--- config.mk ---
export PLATFORM = sky130hd
export DESIGN_NAME = split_capture_timer
export DESIGN_NICKNAME = d
export VERILOG_FILES = /design/src/rtl/tmr_pkg.sv /design/src/rtl/tmr_edge_sync.sv /design/src/rtl/tmr_ctrl.sv /design/src/rtl/tmr_datapath.sv /design/src/rtl/split_capture_timer.sv
export SDC_FILE = /design/constraint.sdc
export NUM_CORES = 1
export LEC_CHECK = 0
export ABC_AREA = 1
export BUFFER_PORTS_ARGS = -buffer_cell sky130_fd_sc_hd__buf_4
export CAP_MARGIN = 20
export CORE_AREA = 3 3 92 94
export CTS_CLUSTER_SIZE = 40
export DETAILED_ROUTE_END_ITERATION = 7
export DIE_AREA = 0 0 95 97
export PLACE_DENSITY = 0.66
export SLEW_MARGIN = 20
export SYNTH_ARGS = -nofsm -noshare
export SYNTH_HDL_FRONTEND = slang
export SYNTH_SLANG_ARGS = --single-unit
--- constraint.sdc ---
create_clock -name clk -period 2.9 [get_ports clk]
set_clock_uncertainty 0.2 [all_clocks]
set_input_delay 0.725 -clock clk [delete_from_list [all_inputs] [get_ports clk]]
set_output_delay 0.725 -clock clk [all_outputs]
set_load 0.02 [all_outputs]
--- src/rtl/tmr_pkg.sv ---
package tmr_pkg;
  localparam int BYTE_W  = 8;
  localparam int NUM_SRC = 3;
  localparam int SRC_SYS12 = 0;
  localparam int SRC_CMP   = 1;
  localparam int SRC_RTC   = 2;

  localparam int ADDR_CTRL   = 0;
  localparam int ADDR_RLD_LO = 1;
  localparam int ADDR_RLD_HI = 2;
  localparam int ADDR_CNT_LO = 3;
  localparam int ADDR_CNT_HI = 4;

  typedef struct packed {
    logic       hiFlag;
    logic       loFlag;
    logic       loIrqEn;
    logic       capEn;
    logic       splitEn;
    logic       run;
    logic [1:0] clkSel;
  } ctrl_t;

  typedef struct packed {
    logic lowEn;
    logic highEn;
    logic split;
    logic capMode;
    logic capTrig;
    logic wrCntLo;
    logic wrCntHi;
    logic wrRldLo;
    logic wrRldHi;
  } strobe_t;

  typedef struct packed {
    logic lowWrap;
    logic highWrap;
  } event_t;
endpackage

--- src/rtl/tmr_edge_sync.sv ---
module tmr_edge_sync #(
  parameter int N      = 3,
  parameter int STAGES = 2
) (
  input  logic         clk,
  input  logic         rstN,
  input  logic [N-1:0] rawIn,
  output logic [N-1:0] risePulse
);
  logic [N-1:0] pipe [STAGES+1];

  always_ff @(posedge clk or negedge rstN) begin
    if (!rstN) begin
      for (int k = 0; k <= STAGES; k++) pipe[k] <= '0;
    end else begin
      pipe[0] <= rawIn;
      for (int k = 1; k <= STAGES; k++) pipe[k] <= pipe[k-1];
    end
  end

  assign risePulse = pipe[STAGES-1] & ~pipe[STAGES];

  generate
    for (genvar i = 0; i < N; i++) begin : g_chk
      // a held level yields a single event
      a_r6_single_event: assert property (@(posedge clk) disable iff (!rstN)
        risePulse[i] |=> !risePulse[i]);
    end
  endgenerate
endmodule

--- src/rtl/tmr_ctrl.sv ---
module tmr_ctrl
  import tmr_pkg::*;
#(
  parameter int ADDR_W = 3
) (
  input  logic                 clk,
  input  logic                 rstN,
  input  logic                 busWe,
  input  logic [ADDR_W-1:0]    busAddr,
  input  logic [BYTE_W-1:0]    busWdata,
  input  logic [NUM_SRC-1:0]   srcRise,
  input  logic                 lowSelSys,
  input  logic                 highSelSys,
  input  logic                 timerIe,
  input  event_t               ev,
  output ctrl_t                ctrlQ,
  output strobe_t              stb,
  output logic                 irq
);
  logic  wrCtrl;
  logic  extTick;
  logic  trigTick;
  logic  tickLo;
  logic  tickHi;
  ctrl_t ctrlNext;

  assign wrCtrl = busWe && (busAddr == ADDR_W'(ADDR_CTRL));

  always_comb begin
    unique case (ctrlQ.clkSel)
      2'b00:   extTick = srcRise[SRC_SYS12];
      2'b01:   extTick = srcRise[SRC_CMP];
      2'b10:   extTick = srcRise[SRC_SYS12];
      default: extTick = srcRise[SRC_RTC];
    endcase
    trigTick = ctrlQ.clkSel[1] ? srcRise[SRC_CMP] : srcRise[SRC_RTC];
  end

  assign tickLo = lowSelSys  || extTick;
  assign tickHi = highSelSys || extTick;

  always_comb begin
    stb         = '0;
    stb.capMode = ctrlQ.capEn;
    stb.split   = ctrlQ.splitEn && !ctrlQ.capEn;
    stb.capTrig = ctrlQ.capEn && trigTick;
    stb.lowEn   = stb.split ? tickLo : (ctrlQ.run && tickLo);
    stb.highEn  = stb.split && ctrlQ.run && tickHi;
    stb.wrCntLo = busWe && (busAddr == ADDR_W'(ADDR_CNT_LO));
    stb.wrCntHi = busWe && (busAddr == ADDR_W'(ADDR_CNT_HI));
    stb.wrRldLo = busWe && (busAddr == ADDR_W'(ADDR_RLD_LO));
    stb.wrRldHi = busWe && (busAddr == ADDR_W'(ADDR_RLD_HI));
  end

  always_comb begin
    ctrlNext = ctrlQ;
    if (wrCtrl) ctrlNext = ctrl_t'(busWdata);
    if (ev.highWrap || stb.capTrig) ctrlNext.hiFlag = 1'b1;
    if (ev.lowWrap) ctrlNext.loFlag = 1'b1;
  end

  always_ff @(posedge clk or negedge rstN) begin
    if (!rstN) ctrlQ <= '0;
    else       ctrlQ <= ctrlNext;
  end

  assign irq = timerIe && (ctrlQ.hiFlag || (ctrlQ.loFlag && ctrlQ.loIrqEn));

  // a high wrap leaves the high flag set
  a_r2_hi_flag_set: assert property (@(posedge clk) disable iff (!rstN)
    ev.highWrap |=> ctrlQ.hiFlag);
  // flags are sticky without a control write
  a_r4_hi_flag_hold: assert property (@(posedge clk) disable iff (!rstN)
    (ctrlQ.hiFlag && !wrCtrl) |=> ctrlQ.hiFlag);
  a_r4_lo_flag_hold: assert property (@(posedge clk) disable iff (!rstN)
    (ctrlQ.loFlag && !wrCtrl) |=> ctrlQ.loFlag);
  // an enabled high flag always requests
  a_r5_irq_high: assert property (@(posedge clk) disable iff (!rstN)
    (timerIe && ctrlQ.hiFlag) |-> irq);
  // a capture event sets the high flag
  a_r7_cap_flag: assert property (@(posedge clk) disable iff (!rstN)
    stb.capTrig |=> ctrlQ.hiFlag);
endmodule

--- src/rtl/tmr_datapath.sv ---
module tmr_datapath
  import tmr_pkg::*;
(
  input  logic                  clk,
  input  logic                  rstN,
  input  strobe_t               stb,
  input  logic [BYTE_W-1:0]     wdata,
  output event_t                ev,
  output logic [2*BYTE_W-1:0]   cnt,
  output logic [2*BYTE_W-1:0]   rld
);
  logic [BYTE_W-1:0] cntLo, cntHi, rldLo, rldHi;
  logic [BYTE_W-1:0] nCntLo, nCntHi, nRldLo, nRldHi;

  assign cnt = {cntHi, cntLo};
  assign rld = {rldHi, rldLo};

  always_comb begin
    ev.lowWrap = stb.lowEn && (cntLo == '1);
    if (stb.split) ev.highWrap = stb.highEn && (cntHi == '1);
    else           ev.highWrap = stb.lowEn && (cnt == '1);
  end

  always_comb begin
    nCntLo = cntLo;
    nCntHi = cntHi;
    if (stb.split) begin
      if (stb.lowEn)  nCntLo = ev.lowWrap  ? rldLo : cntLo + 1'b1;
      if (stb.highEn) nCntHi = ev.highWrap ? rldHi : cntHi + 1'b1;
    end else if (stb.lowEn) begin
      if (ev.highWrap && !stb.capMode) {nCntHi, nCntLo} = rld;
      else                             {nCntHi, nCntLo} = cnt + 1'b1;
    end
    if (stb.wrCntLo) nCntLo = wdata;
    if (stb.wrCntHi) nCntHi = wdata;

    nRldLo = rldLo;
    nRldHi = rldHi;
    if (stb.capTrig) begin
      nRldLo = cntLo;
      nRldHi = cntHi;
    end else begin
      if (stb.wrRldLo) nRldLo = wdata;
      if (stb.wrRldHi) nRldHi = wdata;
    end
  end

  always_ff @(posedge clk or negedge rstN) begin
    if (!rstN) begin
      cntLo <= '0;
      cntHi <= '0;
      rldLo <= '0;
      rldHi <= '0;
    end else begin
      cntLo <= nCntLo;
      cntHi <= nCntHi;
      rldLo <= nRldLo;
      rldHi <= nRldHi;
    end
  end

  // 16-bit wrap reloads the full count
  a_r2_reload16: assert property (@(posedge clk) disable iff (!rstN)
    (ev.highWrap && !stb.split && !stb.capMode && !stb.wrCntLo && !stb.wrCntHi)
      |=> cnt == $past(rld));
  // low byte advances in split mode regardless of run
  a_r3_low_free: assert property (@(posedge clk) disable iff (!rstN)
    (stb.split && stb.lowEn && !stb.wrCntLo && cntLo != '1)
      |=> cntLo == BYTE_W'($past(cntLo) + 1'b1));
  // capture copies the pre-increment count
  a_r7_capture: assert property (@(posedge clk) disable iff (!rstN)
    stb.capTrig |=> rld == $past(cnt));
  // bus write to a count byte wins
  a_r9_cnt_write: assert property (@(posedge clk) disable iff (!rstN)
    stb.wrCntLo |=> cntLo == $past(wdata));
endmodule

--- src/rtl/split_capture_timer.sv ---
module split_capture_timer
  import tmr_pkg::*;
#(
  parameter int ADDR_W      = 3,
  parameter int SYNC_STAGES = 2
) (
  input  logic              clk,
  input  logic              rstN,
  input  logic              busWe,
  input  logic [ADDR_W-1:0] busAddr,
  input  logic [7:0]        busWdata,
  output logic [7:0]        busRdata,
  input  logic              sysDiv12Tick,
  input  logic              cmp0In,
  input  logic              rtcDiv8Tick,
  input  logic              lowSelSys,
  input  logic              highSelSys,
  input  logic              timerIe,
  output logic              irq
);
  logic [NUM_SRC-1:0]   srcRaw;
  logic [NUM_SRC-1:0]   srcRise;
  ctrl_t                ctrlQ;
  strobe_t              stb;
  event_t               ev;
  logic [2*BYTE_W-1:0]  cnt;
  logic [2*BYTE_W-1:0]  rld;

  always_comb begin
    srcRaw            = '0;
    srcRaw[SRC_SYS12] = sysDiv12Tick;
    srcRaw[SRC_CMP]   = cmp0In;
    srcRaw[SRC_RTC]   = rtcDiv8Tick;
  end

  tmr_edge_sync #(.N(NUM_SRC), .STAGES(SYNC_STAGES)) i_sync (
    .clk(clk), .rstN(rstN), .rawIn(srcRaw), .risePulse(srcRise)
  );

  tmr_ctrl #(.ADDR_W(ADDR_W)) i_ctrl (
    .clk(clk), .rstN(rstN), .busWe(busWe), .busAddr(busAddr),
    .busWdata(busWdata), .srcRise(srcRise), .lowSelSys(lowSelSys),
    .highSelSys(highSelSys), .timerIe(timerIe), .ev(ev),
    .ctrlQ(ctrlQ), .stb(stb), .irq(irq)
  );

  tmr_datapath i_dp (
    .clk(clk), .rstN(rstN), .stb(stb), .wdata(busWdata),
    .ev(ev), .cnt(cnt), .rld(rld)
  );

  always_comb begin
    unique case (busAddr)
      ADDR_W'(ADDR_CTRL):   busRdata = ctrlQ;
      ADDR_W'(ADDR_RLD_LO): busRdata = rld[BYTE_W-1:0];
      ADDR_W'(ADDR_RLD_HI): busRdata = rld[2*BYTE_W-1:BYTE_W];
      ADDR_W'(ADDR_CNT_LO): busRdata = cnt[BYTE_W-1:0];
      ADDR_W'(ADDR_CNT_HI): busRdata = cnt[2*BYTE_W-1:BYTE_W];
      default:              busRdata = '0;
    endcase
  end

  // no request while the timer interrupt is disabled
  a_r1_irq_off: assert property (@(posedge clk) disable iff (!rstN)
    !timerIe |-> !irq);
endmodule

## After elaboration in Yosys (flattened, before gate mapping)

Cells that the tools add are included.

| word-level totals | value |
|---|---|
| register bits | 49 |
| input bits | 20 |
| output and inout bits | 9 |

| operators by class | value |
|---|---|
| $add $sub $neg | 3 |
| eq/ne operators | 10 |
| mux-type cells | 24 |
| bitwise logic cells | 2 |
| reduce and logical (&&, ||, !) cells | 31 |

Operator list:

| kind | number |
|---|---|
| $mux 8 | 17 |
| $pmux 8 s5 | 1 |
| $add 16x1->16 const B | 1 |
| $add 8x1->8 const B | 2 |
| $eq 16x16->1 const B | 1 |
| $eq 8x8->1 const B | 2 |
| $logic_and 1x1->1 | 16 |
| $reduce_bool 2->1 | 5 |
| $eq 3x2->1 const B | 2 |
| $mux 1 | 5 |
| $logic_or 1x1->1 | 4 |
| $and 3x3->3 | 1 |
| $eq 3x1->1 const B | 1 |
| $eq 3x3->1 const B | 1 |
| $logic_not 3->1 | 1 |
| $ne 3x2->1 const B | 1 |
| $not 3->3 | 1 |
| $reduce_bool 3->1 | 1 |
| $eq 2x1->1 const B | 1 |
| $eq 2x2->1 const B | 1 |
| $logic_not 2->1 | 1 |
| $pmux 1 s2 | 1 |
| $reduce_and 2->1 | 1 |
| $reduce_or 2->1 | 1 |
| $logic_not 1->1 | 1 |

## Longest topological paths before layout

| depth | value |
|---|---|
| depth after elaboration | 13 |
| gate-level depth with buffers | 15 |
| gate-level depth less buffers | 14 |

## By module

From an unflattened synthesis, not the netlist that was laid out.

| unflattened totals | value |
|---|---|
| cells, all modules | 588 |
| area total of the unflattened synthesis | 3824.9 µm² |

Modules (own cells, without submodules):

| module | times used | cells each | area each (µm²) | seq. area each (µm²) |
|---|---|---|---|---|
| tmr_datapath | 1 | 408 | 2580.0 | 800.8 |
| split_capture_timer | 1 | 96 | 504.2 | 0.0 |
| tmr_ctrl | 1 | 69 | 485.5 | 200.2 |
| tmr_edge_sync | 1 | 15 | 255.2 | 225.2 |

## Least setup slack after synthesis

No wires, ideal clock.

| path | value |
|---|---|
| path kind | in2out |
| from | input port busAddr[2] |
| to | output port busRdata[1] |
| data arrival time | 1.553 ns |
| data required time | 1.975 ns |
| path slack | 0.422 ns |
| stages on the path | 3 |
| cells stage by stage | nor3_2 -> inv_1 -> o211ai_1 |

| on the way | value |
|---|---|
| longest elaborated chain between the ends | 2 |

RTL lines:

| element | line | RTL |
|---|---|---|
| start: declaration | split_capture_timer.sv:10 | `input logic [ADDR_W-1:0] busAddr,` |
| $eq 3x3->1 (tied with other cells) | split_capture_timer.sv:53 | `unique case (busAddr)` |
| $pmux 8 s5 * | split_capture_timer.sv:53 |  |
| end: declaration | split_capture_timer.sv:12 | `output logic [7:0] busRdata,` |

Mark *: on every way between the ends. The rest lies on a longest branch, timed or not.

## Worst setup path after layout

| path | value |
|---|---|
| from | input port busAddr[0] |
| to | output port busRdata[7] |

Same word-level chain as after synthesis.

==> impl_metrics.toml <==
[die]
core_area_sq_um = 7730
rows = 32
io_pins = 29
die_area_sq_um = 9220
die_y_microns = 97
die_w_microns = 95
start_util_pct = 44.8

[setup_path]
crit_path_top_delay_cell = "a221oi_1"
path_class = "input pin to output pin"
critPathRequiredTime_ns = 1.98
cpMostUsedCell = "buf_4"
cp.arrival_ns = 1.82
cp_cell_sequence = "buf_4, inv_1, nor3_2, inv_2, o22ai_1, a221oi_1, o21ai_0, buf_4"
critPathMaxStageDelay_ns = 0.27
worstPathMaxFanout = 8
cp-end-kind = "output pin"
startpoint_type = "input pin"

[grt]
grt_start_max_net_pins = 50
grt_pass1_wl_mm = 18.7
grt_pass1_vias = 3481
antenna_found_initial = 0
grt-ovfl-total = 0
grt.total_usage_pct = 26.5

[logic_synthesis]
synth_top_cell_by_area = "dfrtp_1"
synth_top_area_share_pct = 35.4
yosys-top-cells-area = "dfrtp_1 (35%), nand2_1 (17%), inv_1 (7.0%), a21oi_1 (4.8%), xor2_1 (4.3%)"
ys_top_cells_by_count = "nand2_1 (156), inv_1 (65), dfrtp_1 (49), nor2_1 (38), a21oi_1 (33)"
syn-cell-area_sq_um = 3460
synth_most_common_cell = "nand2_1"
ys_seq_elements = 49
postSynthCellCount = 502
yosys_warnings = 0
synth-main-ff-cell = "dfrtp_1"
syn_nets = 524
synth_edf_count = 0
syn_avg_cell_area_sq_um = 6.90
ys_seq_area_share_pct = 35.4
synth_cell_type_count = 38
async_reset_ff_share_pct = 100

[placement]
hpwlAfterDp_mm = 8.88
placed_area_sq_um = 3830
portBuffers = 28
gp_congestion = 0.936

[pwr]
cellPowerDensity_nw_per_um2 = 774
p_clk_share_pct = 16.0
p_switching_uw = 1380
p_seq_share_pct = 38.9
p_sw_share_pct = 45.1
peakVddDrop_mv = 0.403
p_int_uw = 1680
p_leak_uw = 0.00200
pwr-share-comb_pct = 45.1

[detailed_routing]
route.antenna.remaining_nets = 0
drt_pass1_iterations = 5
routed_via_density = 5.53
vias = 3528
drc = 0
drt_iter0_drc = 244
wl_per_cell_microns = 18.3
drt-total-wl_mm = 11.7

[timing]
setup_viol = 0
max_freq_mhz = 364
setup-tns-final_ns = 0
worst_pin_slew_ns = 0.909
fin_hold_ws_ns = 0.157
rsz0062_at_grt = "false"
fin_crit_ns = 2.75
slew_violations = 0
hold_viol = 0
period_share_pct = 94.8
timing.slew.headroom_pct = 39.1

[clock_network]
cts_num_sinks = 49
clk_pin_slew_ns = 0.09
cts_hold_buffers = 0
clkLatencyLatePin_ns = 0.31
cts.root.buffer_cell = "clkbuf_8"
cts_setup_buffers = 0
cts_tree = "yes"
clk_path_buf_depth = 2
numCtsBuffers = 5
htreeDepth = 2

[layout]
nets = 558
fin_util_pct = 51.1
fillers = 800
drive_above_1_share_pct = 15.1
syn_to_final_growth_pct = 14.0
insertedDiodeCount = 0
postLayoutCellArea_sq_um = 3950

[min_path]
min_path_type = "register to register"

[flow_run]
maxCapViolations = 0

[status]
outcome = "completed"
-- state kept, by name, summed over array words and instances (netlist names) --
| register | flops |
|---|---|
| i_sync.pipe | 9 |
| i_ctrl.ctrlQ | 8 |
| i_dp.cntHi | 8 |
| i_dp.cntLo | 8 |
| i_dp.rldHi | 8 |
| i_dp.rldLo | 8 |
-- routing by layer --
layer,global-route usage [%],vias up,wire [microns]
met1,36.6,1688,5310
met2,41.6,114,5440
met3,4.67,21,663
li1,-,1705,-
met4,8.44,0,293
met5,0,-,0
-- final timing paths --
path | start | slack [ns] | cells past startpoint | to
max in group asynchronous | rstN | 1.81 | 1 | i_ctrl.ctrlQ[4]$_DFFE_PN0P_
max | busAddr[0] | 0.15 | 8 | busRdata[7]
min reg2reg | i_sync.pipe[6]$_DFF_PN0_ | 0.16 | 0 | i_sync.pipe[3]$_DFF_PN0_
min | i_sync.pipe[6]$_DFF_PN0_ | 0.16 | 0 | i_sync.pipe[3]$_DFF_PN0_
max reg2reg | i_dp.cntHi[0]$_DFFE_PN0P_ | 0.29 | 14 | i_dp.cntLo[2]$_DFFE_PN0P_
min in group asynchronous | rstN | 0.23 | 1 | i_sync.pipe[3]$_DFF_PN0_
-- worst max-delay path: cells and delay by family --
family | cells | cell delay [ns]
AO/OA/AOI/OAI | 3 | 0.49
AND/OR/NAND/NOR | 1 | 0.07
buffers and inverters | 4 | 0.54
-- timing repair --
| item | in CTS | in global routing |
|---|---|---|
| setup endpoints to repair | 1 | 2 |
| gates cloned | 0 | 0 |
| resized for setup | 1 | 2 |
-- power groups by stage --
stage,Sequential (uW),Clock [uW],Combinational [uW]
floorplan,1100,0,999
global placement,1190,0,1330
detailed placement,1190,0,1360
CTS,1180,500,1370
global route,1220,527,1570
finish,1190,491,1380
-- through the flow --
stage	total power, uW	instances	worst slack [ns]
2_1_floorplan	2100	502	0.422
3_3_place_gp	2520	631	0.00874
3_5_place_dp	2550	631	-0.0371
4_1_cts	3050	638	0.0647
5_1_grt	3320	638	0.0121
6_report	3060	638	0.151
-- placed cells by master, fill, tap and decap left out, types with 11 or more instances in the layout --
cell type and instances:
nor2_1 38, nand2_1 156, dfrtp_1 49, nand3_1 29, a21oi_1 33, inv_2 11
xor2_1 17, o21ai_0 18, buf_4 40, o211ai_1 12, inv_1 64
-- cells by family after synthesis --
kind of cell / Yosys count / synth area share, %
flops: 49 / 35.4
xor+xnor: 18 / 4.55
simple gates: 246 / 30.9
fa+ha+maj: 2 / 0.722
buf+inv: 89 / 10.4
compound gates: 98 / 18.1
-- layout make-up --
cell class	count	area [sq um]	area share (%)
clock buffers	5	68.8	1.74
clock inverters	2	35.0	0.887
inverters	75	282	7.13
multi-input cells	364	1890	47.8
flip-flops and latches	49	1230	31.1
well taps	102	128	3.23
repair buffers	41	320	8.11
Power figures use the tool's default switching activity.
